`src/rtl/tag_store_pkg.sv`:
```
package tag_store_pkg;

    localparam int STAT_W = 3;

    // Bit 0 is the valid flag; the hit qualifier depends on that position.
    typedef struct packed {
        logic wthru;
        logic dirty;
        logic valid;
    } stat_t;

    typedef struct packed {
        logic active;     // both selects asserted and powered
        logic clear;      // flash clear of status bank
        logic tag_wr;     // tag write committed at this edge
        logic stat_wr;    // status write committed at this edge
        logic tag_rd;     // tag output driven
        logic stat_rd;    // status output driven
        logic hit_block;  // hit forced low
        logic bad_combo;  // clear together with a write
    } ctrl_t;

    function automatic logic qualify_hit(input logic equal, input stat_t st,
                                         input logic generic);
        return equal && (generic || st.valid);
    endfunction

endpackage

```
`src/rtl/tag_ctrl.sv`:
```
module tag_ctrl
    import tag_store_pkg::*;
(
    input  logic  rst,
    input  logic  sel_lo_n,
    input  logic  sel_hi,
    input  logic  pwr_on,
    input  logic  tag_we_n,
    input  logic  stat_we_n,
    input  logic  tag_oe_n,
    input  logic  stat_oe_n,
    output ctrl_t ctl
);

    logic any_wr;

    always_comb begin
        any_wr        = !tag_we_n || !stat_we_n;
        ctl.active    = !sel_lo_n && sel_hi && pwr_on;
        ctl.clear     = rst;
        ctl.bad_combo = rst && any_wr;
        // Clear wins over any write request.
        ctl.tag_wr    = ctl.active && !tag_we_n && !rst;
        ctl.stat_wr   = ctl.active && !stat_we_n && !rst;
        ctl.tag_rd    = ctl.active && !tag_oe_n && tag_we_n && !rst;
        ctl.stat_rd   = ctl.active && !stat_oe_n;
        ctl.hit_block = any_wr || !tag_oe_n || rst;
    end

endmodule

```
`src/rtl/tag_mem.sv`:
```
module tag_mem #(
    parameter int ADDR_W = 6,
    parameter int TAG_W  = 12
) (
    input  logic              clk,
    input  logic              we,
    input  logic [ADDR_W-1:0] addr,
    input  logic [TAG_W-1:0]  wdata,
    output logic [TAG_W-1:0]  rdata
);

    localparam int DEPTH = 1 << ADDR_W;

    logic [TAG_W-1:0] mem [DEPTH];

    always_ff @(posedge clk) begin
        if (we) mem[addr] <= wdata;
    end

    assign rdata = mem[addr];

endmodule

```
`src/rtl/stat_bank.sv`:
```
module stat_bank
    import tag_store_pkg::*;
#(
    parameter int ADDR_W = 6
) (
    input  logic              clk,
    input  logic              clr,
    input  logic              we,
    input  logic [ADDR_W-1:0] addr,
    input  stat_t             wdata,
    output stat_t             rdata
);

    localparam int DEPTH = 1 << ADDR_W;

    stat_t            bank [DEPTH];
    logic [DEPTH-1:0] wsel;

    for (genvar i = 0; i < DEPTH; i++) begin : g_dec
        assign wsel[i] = we && (addr == ADDR_W'(i));
    end

    always_ff @(posedge clk) begin
        for (int i = 0; i < DEPTH; i++) begin
            if (clr)          bank[i] <= '0;
            else if (wsel[i]) bank[i] <= wdata;
        end
    end

    assign rdata = bank[addr];

endmodule

```
`src/rtl/tag_cmp.sv`:
```
module tag_cmp
    import tag_store_pkg::*;
#(
    parameter int TAG_W = 12
) (
    input  logic [TAG_W-1:0] stored,
    input  logic [TAG_W-1:0] probe,
    input  stat_t            st,
    input  logic             generic,
    input  logic             block,
    output logic             hit_raw
);

    always_comb hit_raw = !block && qualify_hit(stored == probe, st, generic);

endmodule

```
`src/rtl/tag_store_top.sv`:
```
module tag_store_top
    import tag_store_pkg::*;
#(
    parameter int ADDR_W = 6,
    parameter int TAG_W  = 12
) (
    input  logic              clk,
    input  logic              rst,
    input  logic              sel_lo_n,
    input  logic              sel_hi,
    input  logic              pwr_on,
    input  logic [ADDR_W-1:0] addr,
    input  logic [TAG_W-1:0]  tag_in,
    input  logic [2:0]        stat_in,
    input  logic              tag_we_n,
    input  logic              stat_we_n,
    input  logic              tag_oe_n,
    input  logic              stat_oe_n,
    input  logic              generic_mode,
    output logic [TAG_W-1:0]  tag_out,
    output logic              tag_out_en,
    output logic [2:0]        stat_out,
    output logic              stat_out_en,
    output logic              hit,
    output logic              hit_en,
    output logic              err
);

    ctrl_t            ctl;
    logic [TAG_W-1:0] rd_tag;
    stat_t            rd_stat;
    stat_t            wr_stat;
    logic             hit_raw;
    logic             err_q;

    assign wr_stat = stat_t'(stat_in);

    tag_ctrl u_ctrl (
        .rst       (rst),
        .sel_lo_n  (sel_lo_n),
        .sel_hi    (sel_hi),
        .pwr_on    (pwr_on),
        .tag_we_n  (tag_we_n),
        .stat_we_n (stat_we_n),
        .tag_oe_n  (tag_oe_n),
        .stat_oe_n (stat_oe_n),
        .ctl       (ctl)
    );

    tag_mem #(.ADDR_W(ADDR_W), .TAG_W(TAG_W)) u_tags (
        .clk   (clk),
        .we    (ctl.tag_wr),
        .addr  (addr),
        .wdata (tag_in),
        .rdata (rd_tag)
    );

    stat_bank #(.ADDR_W(ADDR_W)) u_stat (
        .clk   (clk),
        .clr   (ctl.clear),
        .we    (ctl.stat_wr),
        .addr  (addr),
        .wdata (wr_stat),
        .rdata (rd_stat)
    );

    tag_cmp #(.TAG_W(TAG_W)) u_cmp (
        .stored  (rd_tag),
        .probe   (tag_in),
        .st      (rd_stat),
        .generic (generic_mode),
        .block   (ctl.hit_block),
        .hit_raw (hit_raw)
    );

    // Illegal clear-plus-write pulse, recomputed every edge.
    always_ff @(posedge clk) begin
        err_q <= ctl.bad_combo;
    end

    always_comb begin
        tag_out_en  = ctl.tag_rd;
        tag_out     = ctl.tag_rd ? rd_tag : '0;
        stat_out_en = ctl.stat_rd;
        if (!ctl.stat_rd || ctl.clear) stat_out = '0;
        else if (ctl.stat_wr)          stat_out = stat_in;
        else                           stat_out = rd_stat;
        hit_en      = ctl.active;
        hit         = ctl.active && hit_raw;
        err         = err_q;
    end

endmodule

```
`config.mk`:
```
export PLATFORM = sky130hd
export DESIGN_NAME = tag_store_top
export DESIGN_NICKNAME = d
export VERILOG_FILES = /design/src/rtl/tag_store_pkg.sv /design/src/rtl/tag_ctrl.sv /design/src/rtl/tag_mem.sv /design/src/rtl/stat_bank.sv /design/src/rtl/tag_cmp.sv /design/src/rtl/tag_store_top.sv
export SDC_FILE = /design/constraint.sdc
export NUM_CORES = 1
export LEC_CHECK = 0
export ABC_AREA = 1
export BUFFER_PORTS_ARGS = -buffer_cell sky130_fd_sc_hd__buf_2
export CORE_ASPECT_RATIO = 1.1
export CORE_MARGIN = 2
export CORE_UTILIZATION = 27
export CTS_BUF_LIST = sky130_fd_sc_hd__clkbuf_8
export CTS_CLUSTER_SIZE = 20
export DETAILED_ROUTE_END_ITERATION = 8
export GPL_ROUTABILITY_DRIVEN = 0
export PLACE_DENSITY = 0.44
export SLEW_MARGIN = 5
export SYNTH_ARGS = -nofsm -noshare
export SYNTH_HDL_FRONTEND = slang
export SYNTH_SLANG_ARGS = --single-unit
export TNS_END_PERCENT = 50
```
`constraint.sdc`:
```
create_clock -name clk -period 10.4 [get_ports clk]
set_input_delay 1.56 -clock clk [delete_from_list [all_inputs] [get_ports clk]]
set_output_delay 1.56 -clock clk [all_outputs]
set_load 0.05 [all_outputs]
```
Word-level counts from Yosys, hierarchy flattened

Memories as Yosys holds them, arrays and structs flattened.
Cells that the tools add are included.

RAM bits: 960
Flip-flop bits (word level): 1
Bits of input ports: 31
Output and inout port bits: 20
Memories kept: 2
Logic and storage cells: 486

Equal/unequal tests: 64
Bitwise operators: 64
Reduce and logical (&&, ||, !) cells: 92
Mux-type cells: 263

Memory list:

| memory      | words | bits a word | rd ports | clocked after memory_dff | write ports | line            | RTL |
|---|---|---|---|---|---|---|---|
| u_tags.mem  | 64    | 12          | 1        | 0                        | 1           | tag_mem.sv:14   | `logic [TAG_W-1:0] mem [DEPTH];` |
| u_stat.bank | 64    | 3           | 1        | 0                        | 64          | stat_bank.sv:16 | `stat_t bank [DEPTH];` |

Operators by type and width:

| operator             | number |
|---|---|
| $mux W3              | 66 |
| $mux W1              | 196 |
| $eq A6 B6 Y1 const B | 32 |
| $eq A6 B5 Y1 const B | 16 |
| $logic_and A1 B1 Y1  | 78 |
| $or A1 B1 Y1         | 64 |
| $eq A6 B4 Y1 const B | 8 |
| $eq A6 B3 Y1 const B | 4 |
| $eq A12 B12 Y1       | 1 |
| $eq A6 B2 Y1 const B | 2 |
| $mux W12             | 1 |
| $logic_not A1 Y1     | 8 |
| $eq A6 B1 Y1 const B | 1 |
| $logic_not A6 Y1     | 1 |
| $logic_or A1 B1 Y1   | 5 |

Depth between registers and ports, before layout

Word-level depth: 10
Gate-level depth with buffers: 20
Gate-level depth less buffers: 18

Cells and area by module

A second synthesis with hierarchy kept.

Cells, all modules: 4501
Area total of the unflattened synthesis: 42842.3 µm²

Modules (own cells, without submodules):

| module        | area an instance (µm²) | cells each | seq. area each (µm²) | instances |
|---|---|---|---|---|
| tag_mem       | 32524.9                | 3203       | 23062.1              | 1 |
| stat_bank     | 9844.4                 | 1189       | 5765.5               | 1 |
| tag_cmp       | 217.7                  | 52         | 0.0                  | 1 |
| tag_store_top | 177.7                  | 40         | 20.0                 | 1 |
| tag_ctrl      | 77.6                   | 17         | 0.0                  | 1 |

Worst setup path after synthesis

OpenSTA, ideal clock, no wires.

Path kind: input-to-output
From: input port pwr_on
To: output port tag_out[10]
Arrival time: 4.967 ns
Slack: 3.873 ns
Cell stages on the path: 9
Required time: 8.840 ns
Path buffers: 1
Cells stage by stage: nand2_1 -> nor2_1 -> inv_1 -> nor2_1 -> inv_1 -> nor3_1 -> inv_1 -> clkbuf_1 -> a21oi_1

Longest elaborated chain between the ends: 5

RTL lines:

| element                           | line                | RTL |
|---|---|---|
| start: declaration                | tag_store_top.sv:11 | `input logic pwr_on,` |
| $logic_and A1 B1 Y1               | tag_ctrl.sv:19      | `ctl.active = !sel_lo_n && sel_hi && pwr_on;` |
| named net hit_en                  | tag_store_top.sv:25 | `output logic hit_en,` |
| $logic_and A1 B1 Y1 (3 in series) | tag_ctrl.sv:25      | `ctl.tag_rd = ctl.active && !tag_oe_n && tag_we_n && !rst;` |
| named net tag_out_en              | tag_store_top.sv:21 | `output logic tag_out_en,` |
| $mux W12                          | tag_store_top.sv:83 | `tag_out = ctl.tag_rd ? rd_tag : '0;` |
| end: declaration                  | tag_store_top.sv:20 | `output logic [TAG_W-1:0] tag_out,` |

The timed path passes the listed nets, and every way through them passes these cells.

Worst setup path in the final report

From: input port addr[1]
To: output port hit

Longest elaborated chain between the ends: 5

RTL lines:

| element                                                     | line                               | RTL |
|---|---|---|
| start: declaration                                          | tag_store_top.sv:12                | `input logic [ADDR_W-1:0] addr,` |
| $mem_v2 Z64 W12 / $mem_v2 Z64 W3 (equally long branches)    | --                                 |  |
| $eq A12 B12 Y1 / $logic_or A1 B1 Y1 (equally long branches) | tag_cmp.sv:14, tag_store_pkg.sv:25 |  |
| $logic_and A1 B1 Y1 (*)                                     | tag_store_pkg.sv:25                | `return equal && (generic \|\| st.valid);` |
| $logic_and A1 B1 Y1 (*)                                     | tag_cmp.sv:14                      | `always_comb hit_raw = !block && qualify_hit(stored == probe, st, generic);` |
| $logic_and A1 B1 Y1 (*)                                     | tag_store_top.sv:89                | `hit = ctl.active && hit_raw;` |
| end: declaration                                            | tag_store_top.sv:24                | `output logic hit,` |

Every way passes the cells marked *; elsewhere a longest branch is shown, timed or not.

==> impl_metrics.tcl <==
set metrics [dict create \
    drcViolationCount 0 \
    timing.critical_path.buf_inv 5 \
    die_width_um 373 \
    global_route.overflow_total 0 \
    cts_max_level 4 \
    synth-adder-area-share_pct 0 \
    post_route_cells_drive_above_1_share_pct 10.9 \
    cts.reportedPaths.clkPinSlew_ns 0.06 \
    grt_pass1_wl_mm 186 \
    family_with_the_most_delay_on_the_worst_path "buffers and inverters" \
    setup_viol 0 \
    std_cell_rows 148 \
    dp_hpwl_mm 73.6 \
    utilization_after_layout_pct 31.3 \
    grt_antenna_before_repair 7 \
    synth_enable_flop_cells 960 \
    tritoncts_clock_tree "built" \
    postSynthNetCount 3839 \
    post_synth.cell_area_avg_sq_um 10.6 \
    synth.top_cells.by_count "1806 x nand2_1, 960 x edfxtp_1, 363 x nor2_1" \
    ys_seq_elements 961 \
    post_synth_inst_count 3808 \
    layout_min_cycle_time_ns 7.17 \
    layout_net_count 3961 \
    yosysWarningCount 0 \
    buffer_ports.inserted 50 \
    root_buffer "clkbuf_8" \
    crit_path_end_kind "primary output" \
    register_area_sq_um 28800 \
    floorplan.initialDensity_pct 27.2 \
    detail_route.wirelength_mm 126 \
    worst_path_max_delay_cell "inv_6" \
    max_slew.worst_pin.slew_ns 1.31 \
    cts.sink_count 961 \
    setup_tns_ns 0 \
    cts_post_setup_buffers_inserted 0 \
    via_count_of_the_first_global_routing_pass 27400 \
    synth_top_cell_by_area "edfxtp_1" \
    drt_pre_antenna_iters 5 \
    overall_power_of_the_completed_layout_uw 7980 \
    hold_violations 0 \
    drtIter0Drc 2491 \
    track_usage_pct 16.4 \
    crit_path_max_fanout 94 \
    netlist_top_cells_area "edfxtp_1 71%, nand2_1 17%, nor2_1 3.4%, nand3_1 2.0%, clkbuf_1 1.3%" \
    synth_top_area_share_pct 71.4 \
    grt_max_degree 102 \
    run_status "finished clean" \
    io-pin-count 51 \
    coreArea_sq_um 148000 \
    area_delta_synth_final_pct 15.0 \
    viasPerCell 4.64 \
    synth_xor_xnor_area_share_pct 0 \
    criticalPathCategory "input pin to primary output" \
    post_drt_wl_per_cell_um 21.0 \
    routed-via-count 27800 \
    cts_hold_buf 0 \
    crit_path_cell_trace "buf_4 -> nand2_1 -> buf_4 -> inv_6 -> buf_4 -> nand2_1 -> nand2_1 -> o21ai_1 -> nand2_1 -> nor2_1 -> nor2_1 -> nor2_1 -> nand3_1 -> nand2_1 -> nor2_1 -> nand3_1 -> nor2_1 -> buf_2" \
    synth_top_family_by_area "simple AND/OR/NAND/NOR gates" \
    rsz_0062_raised_after_global_routing "false" \
    p_leak_uw 0.0176 \
    cts_made_buffers 169 \
    cp.required_ns 8.84 \
    area_fraction_in_compound_gates_after_synthesis_pct 2.41 \
    clock.fmax_mhz 139 \
    max_cap_violations 0 \
    synth-seq-area-share_pct 71.5 \
    synth_area_sq_um 40400 \
    height_of_the_die_um 410 \
    max-clock-path-buffers 3 \
    power.density_cell_area_nw_per_um2 172 \
    total_die_area_sq_um 153000 \
    asyncSetResetFlopFracSynth_pct 0 \
    post_cts.resized_instances 0 \
    worst_ep_arrival_time_ns 5.61 \
    final_max_slew_violation_count 0 \
    worst_ir_drop_vdd_v 0.000103 \
    cp-start-kind "input pin" \
    synth_ff_type "edfxtp_1" \
    synthMostInstantiatedCell "nand2_1" \
    synth-simple-area-share_pct 23.6 \
    crit_path_max_incr_delay_ns 0.68 \
    max_slew_margin_pct 12.3 \
    hp-class "input pin to flip-flop" \
    period_share_pct 68.9 \
    ys_types 24 \
    layout.filler_cells 15300 \
    multiInputGateArea_sq_um 10900 \
    antenna_violating_nets_post_route 0 \
    synth_mux_area_share_pct 0 \
]
==> kinds of logic after synthesis <==
logic type | Yosys count
flops | 961
compound gates | 158
simple gates | 2435
buf+inv | 254
==> per-layer routing <==
metal  track usage [%]  routed length, um
met1              22.4              57200
met2              26.1              58100
met3              3.45               7740
met5                 0                 27
met4              5.34               3190
==> flip-flops by register name (all words and copies together), names as in the netlist <==
signal / count
u_stat.bank: 192
err: 1
u_tags.mem: 768
==> report_power, final <==
group / switching (uW) / internal [uW]
combinational: 417 / 111
clock: 1590 / 1550
sequential: 13.2 / 4300
==> area by class of cell <==
class	instances	area share (%)
clock buffer	171	5.07
timing repair buffer	156	2.34
sequential	961	62.1
tap	1950	5.26
inverter	49	0.437
multi-input combinational	2593	23.5
antenna	1	0.00539
clock inverter	124	1.24
==> layout by cell type, fill, tap and decap left out, types with 46 or more instances in the layout <==
cell / instances
edfxtp_1: 960
nor2_1: 356
buf_4: 106
a22oi_1: 66
clkbuf_8: 171
nand3_1: 158
a21oi_1: 53
nor3_2: 46
nand2_1: 1805
inv_1: 88
buf_2: 47
==> metrics by stage <==
step	hold WS (ns)	cell area, sq um	setup slack, ns	std cells
2_1_floorplan	1.65	40400	3.87	3808
3_3_place_gp	1.79	43500	3.14	5709
3_5_place_dp	1.79	43500	3.17	5709
4_1_cts	0.782	46400	3.17	6004
5_1_grt	0.829	46400	2.86	6005
6_report	0.880	46400	3.23	6005
==> final timing paths <==
kind,from,to,depth (start not counted)
max,addr[1],hit,18
min,tag_we_n,err,2
No activity file was read; power rests on OpenSTA's default activity.
